$ cat config.mk
export PLATFORM = sky130hd
export DESIGN_NAME = gpio_irq_ctrl
export DESIGN_NICKNAME = d
export VERILOG_FILES = /design/src/rtl/gpio_irq_pkg.sv /design/src/rtl/gpio_in_sync.sv /design/src/rtl/gpio_trig_detect.sv /design/src/rtl/gpio_irq_latch.sv /design/src/rtl/gpio_regs.sv /design/src/rtl/gpio_irq_ctrl.sv
export SDC_FILE = /design/constraint.sdc
export NUM_CORES = 1
export LEC_CHECK = 0
export BUFFER_PORTS_ARGS = -buffer_cell sky130_fd_sc_hd__buf_2
export CORE_ASPECT_RATIO = 1.1
export CORE_MARGIN = 3
export CORE_UTILIZATION = 40
export CTS_BUF_LIST = sky130_fd_sc_hd__clkbuf_4
export DETAILED_ROUTE_END_ITERATION = 12
export HOLD_SLACK_MARGIN = 0.06
export PLACE_DENSITY = 0.58
export SKIP_CTS_REPAIR_TIMING = 1
export SYNTH_ARGS = -nofsm -noshare
export SYNTH_HDL_FRONTEND = slang
export SYNTH_HIERARCHICAL = 1
export SYNTH_SLANG_ARGS = --single-unit
$ cat constraint.sdc
create_clock -name clk -period 3.19 [get_ports clk]
set_input_delay 0.319 -clock clk [delete_from_list [all_inputs] [get_ports clk]]
set_output_delay 0.319 -clock clk [all_outputs]
set_load 0.05 [all_outputs]
$ cat src/rtl/gpio_irq_pkg.sv
package gpio_irq_pkg;
  localparam int BUS_W  = 32;
  localparam int ADDR_W = 6;

  localparam logic [ADDR_W-1:0] OFS_LEVEL = 6'h00;
  localparam logic [ADDR_W-1:0] OFS_DIR   = 6'h04;
  localparam logic [ADDR_W-1:0] OFS_IEN   = 6'h08;
  localparam logic [ADDR_W-1:0] OFS_STAT  = 6'h0C;
  localparam logic [ADDR_W-1:0] OFS_PEND  = 6'h10;
  localparam logic [ADDR_W-1:0] OFS_CLR   = 6'h14;
  localparam logic [ADDR_W-1:0] OFS_KIND  = 6'h18;
  localparam logic [ADDR_W-1:0] OFS_POL   = 6'h1C;
  localparam logic [ADDR_W-1:0] OFS_VER   = 6'h20;
  localparam logic [ADDR_W-1:0] OFS_BOTH  = 6'h24;
endpackage

$ cat src/rtl/gpio_in_sync.sv
module gpio_in_sync #(
  parameter int NUM_PINS = 32
) (
  input  logic                clk,
  input  logic                rst_n,
  input  logic [NUM_PINS-1:0] pin_in,
  output logic [NUM_PINS-1:0] lvl,
  output logic [NUM_PINS-1:0] lvl_prev
);
  logic [NUM_PINS-1:0] meta_q;
  logic [NUM_PINS-1:0] lvl_q;
  logic [NUM_PINS-1:0] prev_q;

  always_ff @(posedge clk or negedge rst_n) begin
    if (!rst_n) begin
      meta_q <= '0;
      lvl_q  <= '0;
      prev_q <= '0;
    end else begin
      meta_q <= pin_in;
      lvl_q  <= meta_q;
      prev_q <= lvl_q;
    end
  end

  assign lvl      = lvl_q;
  assign lvl_prev = prev_q;
endmodule

$ cat src/rtl/gpio_trig_detect.sv
module gpio_trig_detect #(
  parameter int NUM_PINS = 32
) (
  input  logic [NUM_PINS-1:0] lvl,
  input  logic [NUM_PINS-1:0] lvl_prev,
  input  logic [NUM_PINS-1:0] kind_edge,
  input  logic [NUM_PINS-1:0] pol_high,
  input  logic [NUM_PINS-1:0] both_edge,
  output logic [NUM_PINS-1:0] hit
);
  for (genvar i = 0; i < NUM_PINS; i++) begin : g_pin
    logic rise, fall, lvl_act, edge_act;
    always_comb begin
      rise     = lvl[i] & ~lvl_prev[i];
      fall     = ~lvl[i] & lvl_prev[i];
      lvl_act  = pol_high[i] ? lvl[i] : ~lvl[i];
      if (both_edge[i]) edge_act = rise | fall;
      else              edge_act = pol_high[i] ? rise : fall;
      hit[i]   = kind_edge[i] ? edge_act : lvl_act;
    end
  end
endmodule

$ cat src/rtl/gpio_irq_latch.sv
module gpio_irq_latch #(
  parameter int NUM_PINS = 32
) (
  input  logic                clk,
  input  logic                rst_n,
  input  logic [NUM_PINS-1:0] hit,
  input  logic [NUM_PINS-1:0] clr_mask,
  input  logic [NUM_PINS-1:0] ien,
  output logic [NUM_PINS-1:0] status,
  output logic [NUM_PINS-1:0] pending,
  output logic                irq
);
  logic [NUM_PINS-1:0] status_q, status_n;

  // A set on the same cycle as a clear takes priority.
  always_comb status_n = (status_q & ~clr_mask) | hit;

  always_ff @(posedge clk or negedge rst_n) begin
    if (!rst_n) status_q <= '0;
    else        status_q <= status_n;
  end

  assign status  = status_q;
  assign pending = status_q & ien;
  assign irq     = |pending;
endmodule

$ cat src/rtl/gpio_regs.sv
module gpio_regs
  import gpio_irq_pkg::*;
#(
  parameter int          NUM_PINS = 32,
  parameter int unsigned VERSION  = 3
) (
  input  logic                clk,
  input  logic                rst_n,
  input  logic [ADDR_W-1:0]   bus_addr,
  input  logic                bus_wr_en,
  input  logic                bus_rd_en,
  input  logic [BUS_W-1:0]    bus_wdata,
  output logic [BUS_W-1:0]    bus_rdata,
  input  logic [NUM_PINS-1:0] lvl,
  input  logic [NUM_PINS-1:0] status,
  input  logic [NUM_PINS-1:0] pending,
  output logic [NUM_PINS-1:0] dir_in,
  output logic [NUM_PINS-1:0] out_lvl,
  output logic [NUM_PINS-1:0] ien,
  output logic [NUM_PINS-1:0] kind_edge,
  output logic [NUM_PINS-1:0] pol_high,
  output logic [NUM_PINS-1:0] both_edge,
  output logic [NUM_PINS-1:0] clr_mask
);
  logic [NUM_PINS-1:0] wd;
  logic [NUM_PINS-1:0] dir_q,  dir_n;
  logic [NUM_PINS-1:0] out_q,  out_n;
  logic [NUM_PINS-1:0] ien_q,  ien_n;
  logic [NUM_PINS-1:0] kind_q, kind_n;
  logic [NUM_PINS-1:0] pol_q,  pol_n;
  logic [NUM_PINS-1:0] both_q, both_n;
  logic [BUS_W-1:0]    rd_mux;
  logic [BUS_W-1:0]    rdata_q;

  assign wd = bus_wdata[NUM_PINS-1:0];

  always_comb begin
    dir_n  = dir_q;
    out_n  = out_q;
    ien_n  = ien_q;
    kind_n = kind_q;
    pol_n  = pol_q;
    both_n = both_q;
    clr_mask = '0;
    if (bus_wr_en) begin
      case (bus_addr)
        OFS_LEVEL: out_n    = wd;
        OFS_DIR:   dir_n    = wd;
        OFS_IEN:   ien_n    = wd;
        OFS_CLR:   clr_mask = wd;
        OFS_KIND:  kind_n   = wd;
        OFS_POL:   pol_n    = wd;
        OFS_BOTH:  both_n   = wd;
        default:   ;
      endcase
    end
  end

  always_comb begin
    case (bus_addr)
      OFS_LEVEL: rd_mux = BUS_W'((dir_q & lvl) | (~dir_q & out_q));
      OFS_DIR:   rd_mux = BUS_W'(dir_q);
      OFS_IEN:   rd_mux = BUS_W'(ien_q);
      OFS_STAT:  rd_mux = BUS_W'(status);
      OFS_PEND:  rd_mux = BUS_W'(pending);
      OFS_KIND:  rd_mux = BUS_W'(kind_q);
      OFS_POL:   rd_mux = BUS_W'(pol_q);
      OFS_VER:   rd_mux = BUS_W'(VERSION);
      OFS_BOTH:  rd_mux = BUS_W'(both_q);
      default:   rd_mux = '0;
    endcase
  end

  always_ff @(posedge clk or negedge rst_n) begin
    if (!rst_n) begin
      dir_q   <= '1;
      out_q   <= '0;
      ien_q   <= '0;
      kind_q  <= '1;
      pol_q   <= '1;
      both_q  <= '0;
      rdata_q <= '0;
    end else begin
      dir_q  <= dir_n;
      out_q  <= out_n;
      ien_q  <= ien_n;
      kind_q <= kind_n;
      pol_q  <= pol_n;
      both_q <= both_n;
      if (bus_rd_en) rdata_q <= rd_mux;
    end
  end

  assign bus_rdata = rdata_q;
  assign dir_in    = dir_q;
  assign out_lvl   = out_q;
  assign ien       = ien_q;
  assign kind_edge = kind_q;
  assign pol_high  = pol_q;
  assign both_edge = both_q;
endmodule

$ cat src/rtl/gpio_irq_ctrl.sv
module gpio_irq_ctrl
  import gpio_irq_pkg::*;
#(
  parameter int          NUM_PINS = 32,
  parameter int unsigned VERSION  = 3
) (
  input  logic                clk,
  input  logic                rst_n,
  input  logic [ADDR_W-1:0]   bus_addr,
  input  logic                bus_wr_en,
  input  logic                bus_rd_en,
  input  logic [BUS_W-1:0]    bus_wdata,
  output logic [BUS_W-1:0]    bus_rdata,
  input  logic [NUM_PINS-1:0] pin_in,
  output logic [NUM_PINS-1:0] pin_out,
  output logic [NUM_PINS-1:0] pin_oe,
  output logic                irq_o
);
  logic [NUM_PINS-1:0] lvl, lvl_prev, hit;
  logic [NUM_PINS-1:0] dir_in, out_lvl, ien, kind_edge, pol_high, both_edge;
  logic [NUM_PINS-1:0] clr_mask, status, pending;

  gpio_in_sync #(.NUM_PINS(NUM_PINS)) u_sync (
    .clk(clk), .rst_n(rst_n), .pin_in(pin_in), .lvl(lvl), .lvl_prev(lvl_prev)
  );

  gpio_trig_detect #(.NUM_PINS(NUM_PINS)) u_trig (
    .lvl(lvl), .lvl_prev(lvl_prev), .kind_edge(kind_edge),
    .pol_high(pol_high), .both_edge(both_edge), .hit(hit)
  );

  gpio_irq_latch #(.NUM_PINS(NUM_PINS)) u_latch (
    .clk(clk), .rst_n(rst_n), .hit(hit), .clr_mask(clr_mask), .ien(ien),
    .status(status), .pending(pending), .irq(irq_o)
  );

  gpio_regs #(.NUM_PINS(NUM_PINS), .VERSION(VERSION)) u_regs (
    .clk(clk), .rst_n(rst_n), .bus_addr(bus_addr), .bus_wr_en(bus_wr_en),
    .bus_rd_en(bus_rd_en), .bus_wdata(bus_wdata), .bus_rdata(bus_rdata),
    .lvl(lvl), .status(status), .pending(pending),
    .dir_in(dir_in), .out_lvl(out_lvl), .ien(ien), .kind_edge(kind_edge),
    .pol_high(pol_high), .both_edge(both_edge), .clr_mask(clr_mask)
  );

  assign pin_out = out_lvl;
  assign pin_oe  = ~dir_in;
endmodule

==> results.toml, run 1 <==
[floorplanning]
initial_core_util_pct = 41.0
coreArea_sq_mm = 0.0418
die_h_um = 223
fp.dieArea_sq_mm = 0.0453
io_pins = 171
fp.dieW_um = 203
placement_rows = 78

[layout]
final_net_count = 1832
fin_area_sq_mm = 0.0209
areaGrowthSynthToFinish_pct = 22.1
fin_util_pct = 50.0
final_cell_mix = "256 x dfrtp_1, 197 x mux2_1, 172 x clkbuf_4"
layout_commonest_cell = "dfrtp_1"
layoutNonFillerInstCount = 2343
final_layout_size_suffix_gt1_share_pct = 32.3

[yosys]
synthCells = 1370
synth_edf_count = 0
seq_area_frac_synth_pct = 52.2
syn_avg_cell_area_sq_um = 12.5
yosys_register_bits = 352
ys_types = 55
synth.net_count = 1508
yosys_warnings = 6
ys.flop_type = "dfrtp_1"
synthesis.area_sq_mm = 0.0171
async_flop_share_pct = 100

[placement]
port_buffers = 170
dp_hpwl_mm = 32.4
gp_congestion = 0.825
placed_cell_area_sq_mm = 0.0188
numPlacedInstances = 2085

[drt]
drc = 0
avgRoutedWirePerCell_um = 20.8
num_vias = 12300
first_pass_iters = 5
via_per_inst = 5.24
ant_nets = 0
wirelength_mm = 48.7
drtIter0Drc = 636

[setup_path]
crit_family = "simple AND/OR/NAND/NOR gates"
path_buf_inv = 1
criticalPathCategory = "flop to output port"
required_ps = 2870
worst_path_most_repeated_cell = "or4_4"
worst_ep_arrival_time_ps = 3070
slowest_delay_ps = 570
crit_path_max_fanout = 3
crit_chain = "and2_4 -> or4_4 -> or4_4 -> or4_4 -> buf_8"
endpoint_kind = "output port"
slowest_stage = "or4_4"
startpoint_type = "flop"

[global_routing]
overflow = 0
grt_antenna_before_repair = 3
grt_max_degree = 108
grt_pass1_vias = 12500
grt_pass1_wl_mm = 75.0
grt_usage_pct = 21.4

[pwr]
power_density_mw_per_mm2 = 548
seq_power_share_pct = 47.4
finalPower_mw = 11.4
swShare_pct = 29.4
pwr-share-clk_pct = 37.5
leakagePower_nw = 9.71
ir_worst_vdd_uv = 293
combPwrFrac_pct = 15.1
internal_power_mw = 8.08
power.switching_mw = 3.36

[timing]
post-route-worst-setup-slack_ps = -202
rsz0062_at_grt = "true"
fin_skew_ps = 35.9
tightestPinTransition_ps = 854
slew_violations = 0
tns_ps = -202
finalCritPeriodShare_pct = 106
period_needed_ps = 3390
finalSetupViolations = 1
slew_headroom_pct = 43.1
finalHoldViolCount = 0
fmax_mhz = 295

[clock_network]
clock_latency_ps = 770
path_clk_slew_ps = 60
cts_buffer_depth = 3
cts-root-buf = "clkbuf_4"
cts_tree = "done"
cts.htree.levels = 3
cts_buffers = 99
cts_num_sinks = 352

[outcome]
outcome = "finished with violations"
violations = "negative setup slack"

[min_path]
hp-class = "input port to flop"

[flow_run]
cap_viol_max_count = 0
-- cell type report --
| cell class | count | area (sq um) |
|---|---|---|
| Fill cell | 3838 | 20900 |
| Sequential cell | 352 | 8930 |
| Multi-Input combinational cell | 818 | 7430 |
| Timing Repair Buffer | 284 | 1950 |
| Clock buffer | 172 | 1290 |
| Tap cell | 560 | 701 |
| Inverter | 139 | 522 |
| Clock inverter | 14 | 52.6 |
| Antenna cell | 4 | 10.0 |
-- synthesized netlist by cell type (all sizes together) (2+ instances only) --
library cell,number,area share [%]
dfrtp,256,37
mux2,229,16
inv,139,3.0
dfstp,96,15
and2,66,2.4
ha,64,4.7
nand2,56,1.2
o21ai,47,1.4
mux2i,40,2.3
clkbuf,35,0.77
a21o,32,1.4
o211ai,32,2.3
xor2,32,1.6
buf,26,0.83
a22oi,25,1.1
o2bb2ai,17,0.87
a22o,16,0.82
a21oi,15,0.44
and3,13,0.48
a32oi,12,0.61
nor2,10,0.22
or4,10,0.46
a222oi,9,0.53
a2bb2oi,9,0.46
a31o,9,0.46
o22a,9,0.46
o311ai,9,0.46
a2111oi,8,0.41
nand2b,8,0.29
o2111ai,6,0.31
a221o,5,0.29
nand3b,4,0.18
or2,4,0.15
nand3,3,0.088
nor2b,3,0.11
nor3,3,0.15
and4,2,0.10
nand4,2,0.073
nor3b,2,0.088
or3,2,0.073
-- power groups by stage --
stage          clock [mW]  combinational (mW)  sequential [mW]
2_1_floorplan           0               0.948             5.55
3_3_place_gp            0                1.63             5.49
3_5_place_dp            0                1.66             5.50
4_1_cts              4.46                1.67             5.42
5_1_grt              4.75                1.88             5.48
6_report             4.29                1.73             5.42
-- worst paths after layout --
| path | startpoint | to | slack [ps] | cells after the start |
|---|---|---|---|---|
| max in group asynchronous | rst_n | u_regs/dir_in[23] | 2070 | 3 |
| max | u_latch/status[24] | irq_o | -200 | 5 |
| max reg2reg | u_sync/lvl[10] | u_regs/bus_rdata[10] | 1250 | 5 |
| min | bus_rd_en | u_regs/bus_rdata[7] | 130 | 3 |
| min reg2reg | u_sync/meta_q[16] | u_sync/lvl[16] | 330 | 0 |
| min in group asynchronous | rst_n | u_sync/meta_q[2] | 210 | 2 |
-- logic make-up (layout without fill, tap and decap cells) --
logic type / count (synthesis) / after routing / share of synthesized area [%]
flops: 352 / 352 / 52.2
mux: 269 / 269 / 18.1
compound gates: 263 / 263 / 12.5
buf+inv: 200 / 609 / 4.64
simple gates: 190 / 190 / 6.26
fa+ha+maj: 64 / 64 / 4.68
xor+xnor: 32 / 32 / 1.64
other cells: 0 / 4 / 0
-- stage by stage --
step / hold WS, ps / setup slack, ps
6_report: 129 / -202
4_1_cts: -484 / -520
2_1_floorplan: 23.4 / 682
3_3_place_gp: 334 / 397
3_5_place_dp: 335 / 386
5_1_grt: 68.3 / -310
-- registers in the layout, indices dropped and copies added, names as in the netlist --
register,cells
u_regs/out_lvl,32
u_regs/ien,32
u_regs/dir_in,32
u_regs/kind_edge,32
u_regs/bus_rdata,32
u_sync/meta_q,32
u_regs/both_edge,32
u_regs/pol_high,32
u_sync/lvl_prev,32
u_sync/lvl,32
u_latch/status,32
-- tightest hold or removal path: stages --
cell and delay, ps:
buf_2 130, nand3_2 250, o311ai_1 150
-- per-layer routing --
metal	vias to the layer above	track usage [%]	wire length, um
met3	86	4.36	2340
met5	-	0	0
li1	5596	-	-
met2	355	35.5	23800
met4	0	9.22	1460
met1	6248	27.3	21100
(Power assumes the default switching activity.)
==> inputs of run 2 (changes only) <==
PLACE_DENSITY = 0.6   (was 0.58)
==> results.toml, run 2 (synthesis results as in run 1) <==
[clock_network]
path_clk_slew_ps = 60
cts_num_sinks = 352
cts_buffers = 95
clock_latency_ps = 780
cts_tree = "done"
cts-root-buf = "clkbuf_4"
cts.htree.levels = 3
cts_buffer_depth = 3

[global_routing]
overflow = 0
grt_max_degree = 87
grt_antenna_before_repair = 4
grt_pass1_wl_mm = 74.2
grt_pass1_vias = 12500
grt_usage_pct = 21.1

[pwr]
leakagePower_nw = 9.66
finalPower_mw = 11.3
ir_worst_vdd_uv = 269
power_density_mw_per_mm2 = 545

[setup_path]
criticalPathCategory = "flop to output port"
required_ps = 2870
reg2regPathDepth = 5
crit_chain = "and2_4 -> or4_1 -> or4_4 -> or4_4 -> buf_8"
timing.rr.end = "u_regs/bus_rdata[10]"
slowest_delay_ps = 600
worst_path_most_repeated_cell = "or4_4"
ff2ff_setup_slack_ps = 1340
startpoint_type = "flop"
slowest_stage = "or4_4"
crit_path_max_fanout = 3
worst_ep_arrival_time_ps = 3060
endpoint_kind = "output port"
r2r_start = "u_sync/lvl[10]"

[drt]
drc = 0
ant_nets = 0
wirelength_mm = 48.2
avgRoutedWirePerCell_um = 20.7
first_pass_iters = 5
via_per_inst = 5.24
num_vias = 12200
drtIter0Drc = 488

[timing]
worst_hold_slack_ps = 157
fin_skew_ps = 35.4
period_needed_ps = 3380
post-route-worst-setup-slack_ps = -191
fmax_mhz = 296
finalCritPeriodShare_pct = 106
finalHoldViolCount = 0
slew_violations = 0
slew_headroom_pct = 49.9
finalSetupViolations = 1
rsz0062_at_grt = "true"
tightestPinTransition_ps = 733
tns_ps = -191

[layout]
ff_latch_area_sq_mm = 0.00893
areaGrowthSynthToFinish_pct = 21.6
layoutNonFillerInstCount = 2329
final_cell_mix = "256 x dfrtp_1, 197 x mux2_1, 168 x buf_2"
fin_area_sq_mm = 0.0208
num-fill-cells = 3880
multiInputGateArea_sq_mm = 0.00743
final_layout_size_suffix_gt1_share_pct = 31.7
layout_commonest_cell = "dfrtp_1"
fin_util_pct = 49.8
final_net_count = 1823

[placement]
dp_hpwl_mm = 32.0
place_ws_ps = 455
gp_congestion = 0.839
numPlacedInstances = 2079
port_buffers = 170
placed_cell_area_sq_mm = 0.0188

[min_path]
hp-class = "input port to flop"
hp-start = "bus_addr[0]"
hold_end = "u_regs/bus_rdata[0]"
holdPathStages = 4

[floorplanning]
fp.dieW_um = 203
placement_rows = 78
fp.dieArea_sq_mm = 0.0453
io_pins = 171
initial_core_util_pct = 41.0
die_h_um = 223
coreArea_sq_mm = 0.0418

[outcome]
violations = "negative setup slack"
outcome = "finished with violations"

[flow_run]
cap_viol_max_count = 0
[run 2: cell types whose count changed in the layout (fill, tap and decap cells not counted), sizes merged]
cell / before / now
bufinv: 0 / 1
inv: 140 / 142
clkbuf: 172 / 158
buf: 219 / 214
clkinv: 13 / 15
[run 2: worst max-delay path, delay by kind of cell (launching register included)]
kind                   cells  cell delay [ps]
flip-flops                 1              390
AND/OR/NAND/NOR            4             1720
buffers and inverters      1              180
[run 2: report_power, final]
part | leakage [nW] | internal, mW | switching [mW]
combinational | 4.76 | 0.692 | 1.04
clock | 0.780 | 2.30 | 1.89
sequential | 4.12 | 4.99 | 0.430
[run 2: per-layer routing]
metal  wire, um  global-route usage, %  share of wire, %
met1      20900                   27.5                43
met2      23900                   35.3                49
met3       2390                   3.97               5.0
met4       1030                   7.59               2.1
met5          0                      0                 0
[run 2: how the worst max path moves through the flow]
stage               cells past startpoint               start  endpoint
global route                            5      u_regs/ien[24]     irq_o
finish                                  5      u_regs/ien[24]     irq_o
detailed placement                      5  u_latch/status[24]     irq_o
floorplan                               4  u_latch/status[24]     irq_o
CTS                                     5  u_latch/status[24]     irq_o
global placement                        5  u_latch/status[24]     irq_o
[run 2: area by class of cell]
cell class,instances,share of cell area (%)
Sequential cell,352,42.9
Multi-Input combinational cell,818,35.7
Clock buffer,158,5.70
Tap cell,560,3.37
Timing Repair Buffer,279,9.26
Antenna cell,4,0.0481
Inverter,139,2.51
Clock inverter,19,0.475
==> inputs of run 3 (changes only) <==
CORE_MARGIN = 1   (was 3)
==> results.toml, run 3 (synthesis results as in run 1) <==
[setup_path]
ff2ff_setup_slack_ps = 1530
reg2regPathDepth = 4
slowest_stage = "or4_4"
crit_family = "simple AND/OR/NAND/NOR gates"
endpoint_kind = "output port"
startpoint_type = "flop"
r2r_start = "u_regs/dir_in[0]"
crit_chain = "and2_4 -> or4_1 -> or4_4 -> or4_4 -> buf_8"
timing.rr.end = "u_regs/bus_rdata[0]"
worst_path_most_repeated_cell = "or4_4"
required_ps = 2870
worst_ep_arrival_time_ps = 3060
criticalPathCategory = "flop to output port"
crit_path_max_fanout = 3
slowest_delay_ps = 570
path_buf_inv = 1

[drt]
drtIter0Drc = 729
ant_nets = 0
num_vias = 12200
avgRoutedWirePerCell_um = 20.6
via_per_inst = 5.22
wirelength_mm = 48.2
first_pass_iters = 8
drc = 0

[timing]
post-route-worst-setup-slack_ps = -193
fmax_mhz = 296
rsz0062_at_grt = "true"
finalCritPeriodShare_pct = 106
fin_skew_ps = 43.1
slew_headroom_pct = 55.3
period_needed_ps = 3380
finalHoldViolCount = 0
tns_ps = -193
finalSetupViolations = 1
slew_violations = 0
tightestPinTransition_ps = 671

[layout]
final_net_count = 1823
fin_util_pct = 49.4
layout_commonest_cell = "dfrtp_1"
layoutNonFillerInstCount = 2340
areaGrowthSynthToFinish_pct = 22.0
final_layout_size_suffix_gt1_share_pct = 32.0
final_cell_mix = "256 x dfrtp_1, 197 x mux2_1, 168 x buf_2"

[pwr]
finalPower_mw = 11.4
ir_worst_vdd_uv = 258
leakagePower_nw = 9.67
power_density_mw_per_mm2 = 547

[floorplanning]
initial_core_util_pct = 40.5
placement_rows = 79
fp.dieArea_sq_mm = 0.0436
fp.dieW_um = 199
coreArea_sq_mm = 0.0422
die_h_um = 219
io_pins = 171

[clock_network]
clock_latency_ps = 800
cts.htree.levels = 3
cts_buffer_depth = 3
path_clk_slew_ps = 70
cts-root-buf = "clkbuf_4"
cts_tree = "done"
cts_buffers = 96
cts_num_sinks = 352

[min_path]
hp-start = "bus_rd_en"
hp-class = "input port to flop"
holdPathStages = 4
hold_end = "u_regs/bus_rdata[4]"

[placement]
gp_congestion = 0.818
dp_hpwl_mm = 31.6
numPlacedInstances = 2084
port_buffers = 170

[global_routing]
grt_antenna_before_repair = 6
grt_pass1_vias = 12300
grt_usage_pct = 22.4
grt_pass1_wl_mm = 72.7
overflow = 0
grt_max_degree = 77

[outcome]
violations = "negative setup slack"
outcome = "finished with violations"

[flow_run]
cap_viol_max_count = 0
[run 3: changes by cell type in the layout (fill, tap and decap cells not counted)]
cell,previous run,this run
buf_4,38,36
clkinv_1,14,16
or4_1,6,3
inv_2,3,1
and2_1,63,61
or4_4,4,7
buf_12,6,7
clkbuf_4,158,163
diode_2,4,5
and2_4,3,5
clkinv_2,1,0
[run 3: stage by stage]
step | setup WS [ps] | instance area (sq um) | hold slack [ps]
final | -193 | 20900 | 73.1
after global routing | -270 | 20900 | 75.0
after CTS | -435 | 20100 | -525
after detailed placement | 450 | 18800 | 335
after global placement | 448 | 18800 | 332
after floorplan | 682 | 17100 | 23.4
[run 3: worst max path at each step]
| stage | endpoint | slack [ps] | cells after the start | startpoint |
|---|---|---|---|---|
| after global routing | irq_o | -270 | 5 | u_latch/status[13] |
| final | irq_o | -190 | 5 | u_latch/status[5] |
| after CTS | irq_o | -430 | 5 | u_latch/status[24] |
| after floorplan | irq_o | 680 | 4 | u_latch/status[24] |
| after global placement | irq_o | 450 | 5 | u_latch/status[24] |
| after detailed placement | irq_o | 450 | 5 | u_latch/status[24] |
[run 3: report_power, final]
group          internal, mW  switching [mW]  total (mW)
combinational         0.700            1.04        1.74
clock                  2.36            1.90        4.27
sequential             4.99           0.430        5.42
total                  8.05            3.37        11.4
[run 3: layout make-up]
type | instances | area, sq um
Fill cell | 3893 | 21300
Timing Repair Buffer | 278 | 1930
Multi-Input combinational cell | 818 | 7450
Antenna cell | 5 | 12.5
Clock buffer | 163 | 1220
Sequential cell | 352 | 8930
Clock inverter | 18 | 93.8
Inverter | 139 | 522
Tap cell | 567 | 709
[run 3: worst register-to-register path: stages, from the launching register on]
cell and delay [ps]:
dfstp_2 580, mux2i_1 310, o21ai_1 90, a221o_1 260
a221o_1 310
[run 3: routing by layer]
metal / global-route usage (%) / share of wire (%)
met2: 37.7 / 50
met5: 0 / 0.027
met3: 4.70 / 5.2
met1: 27.4 / 42
met4: 10.4 / 3.1
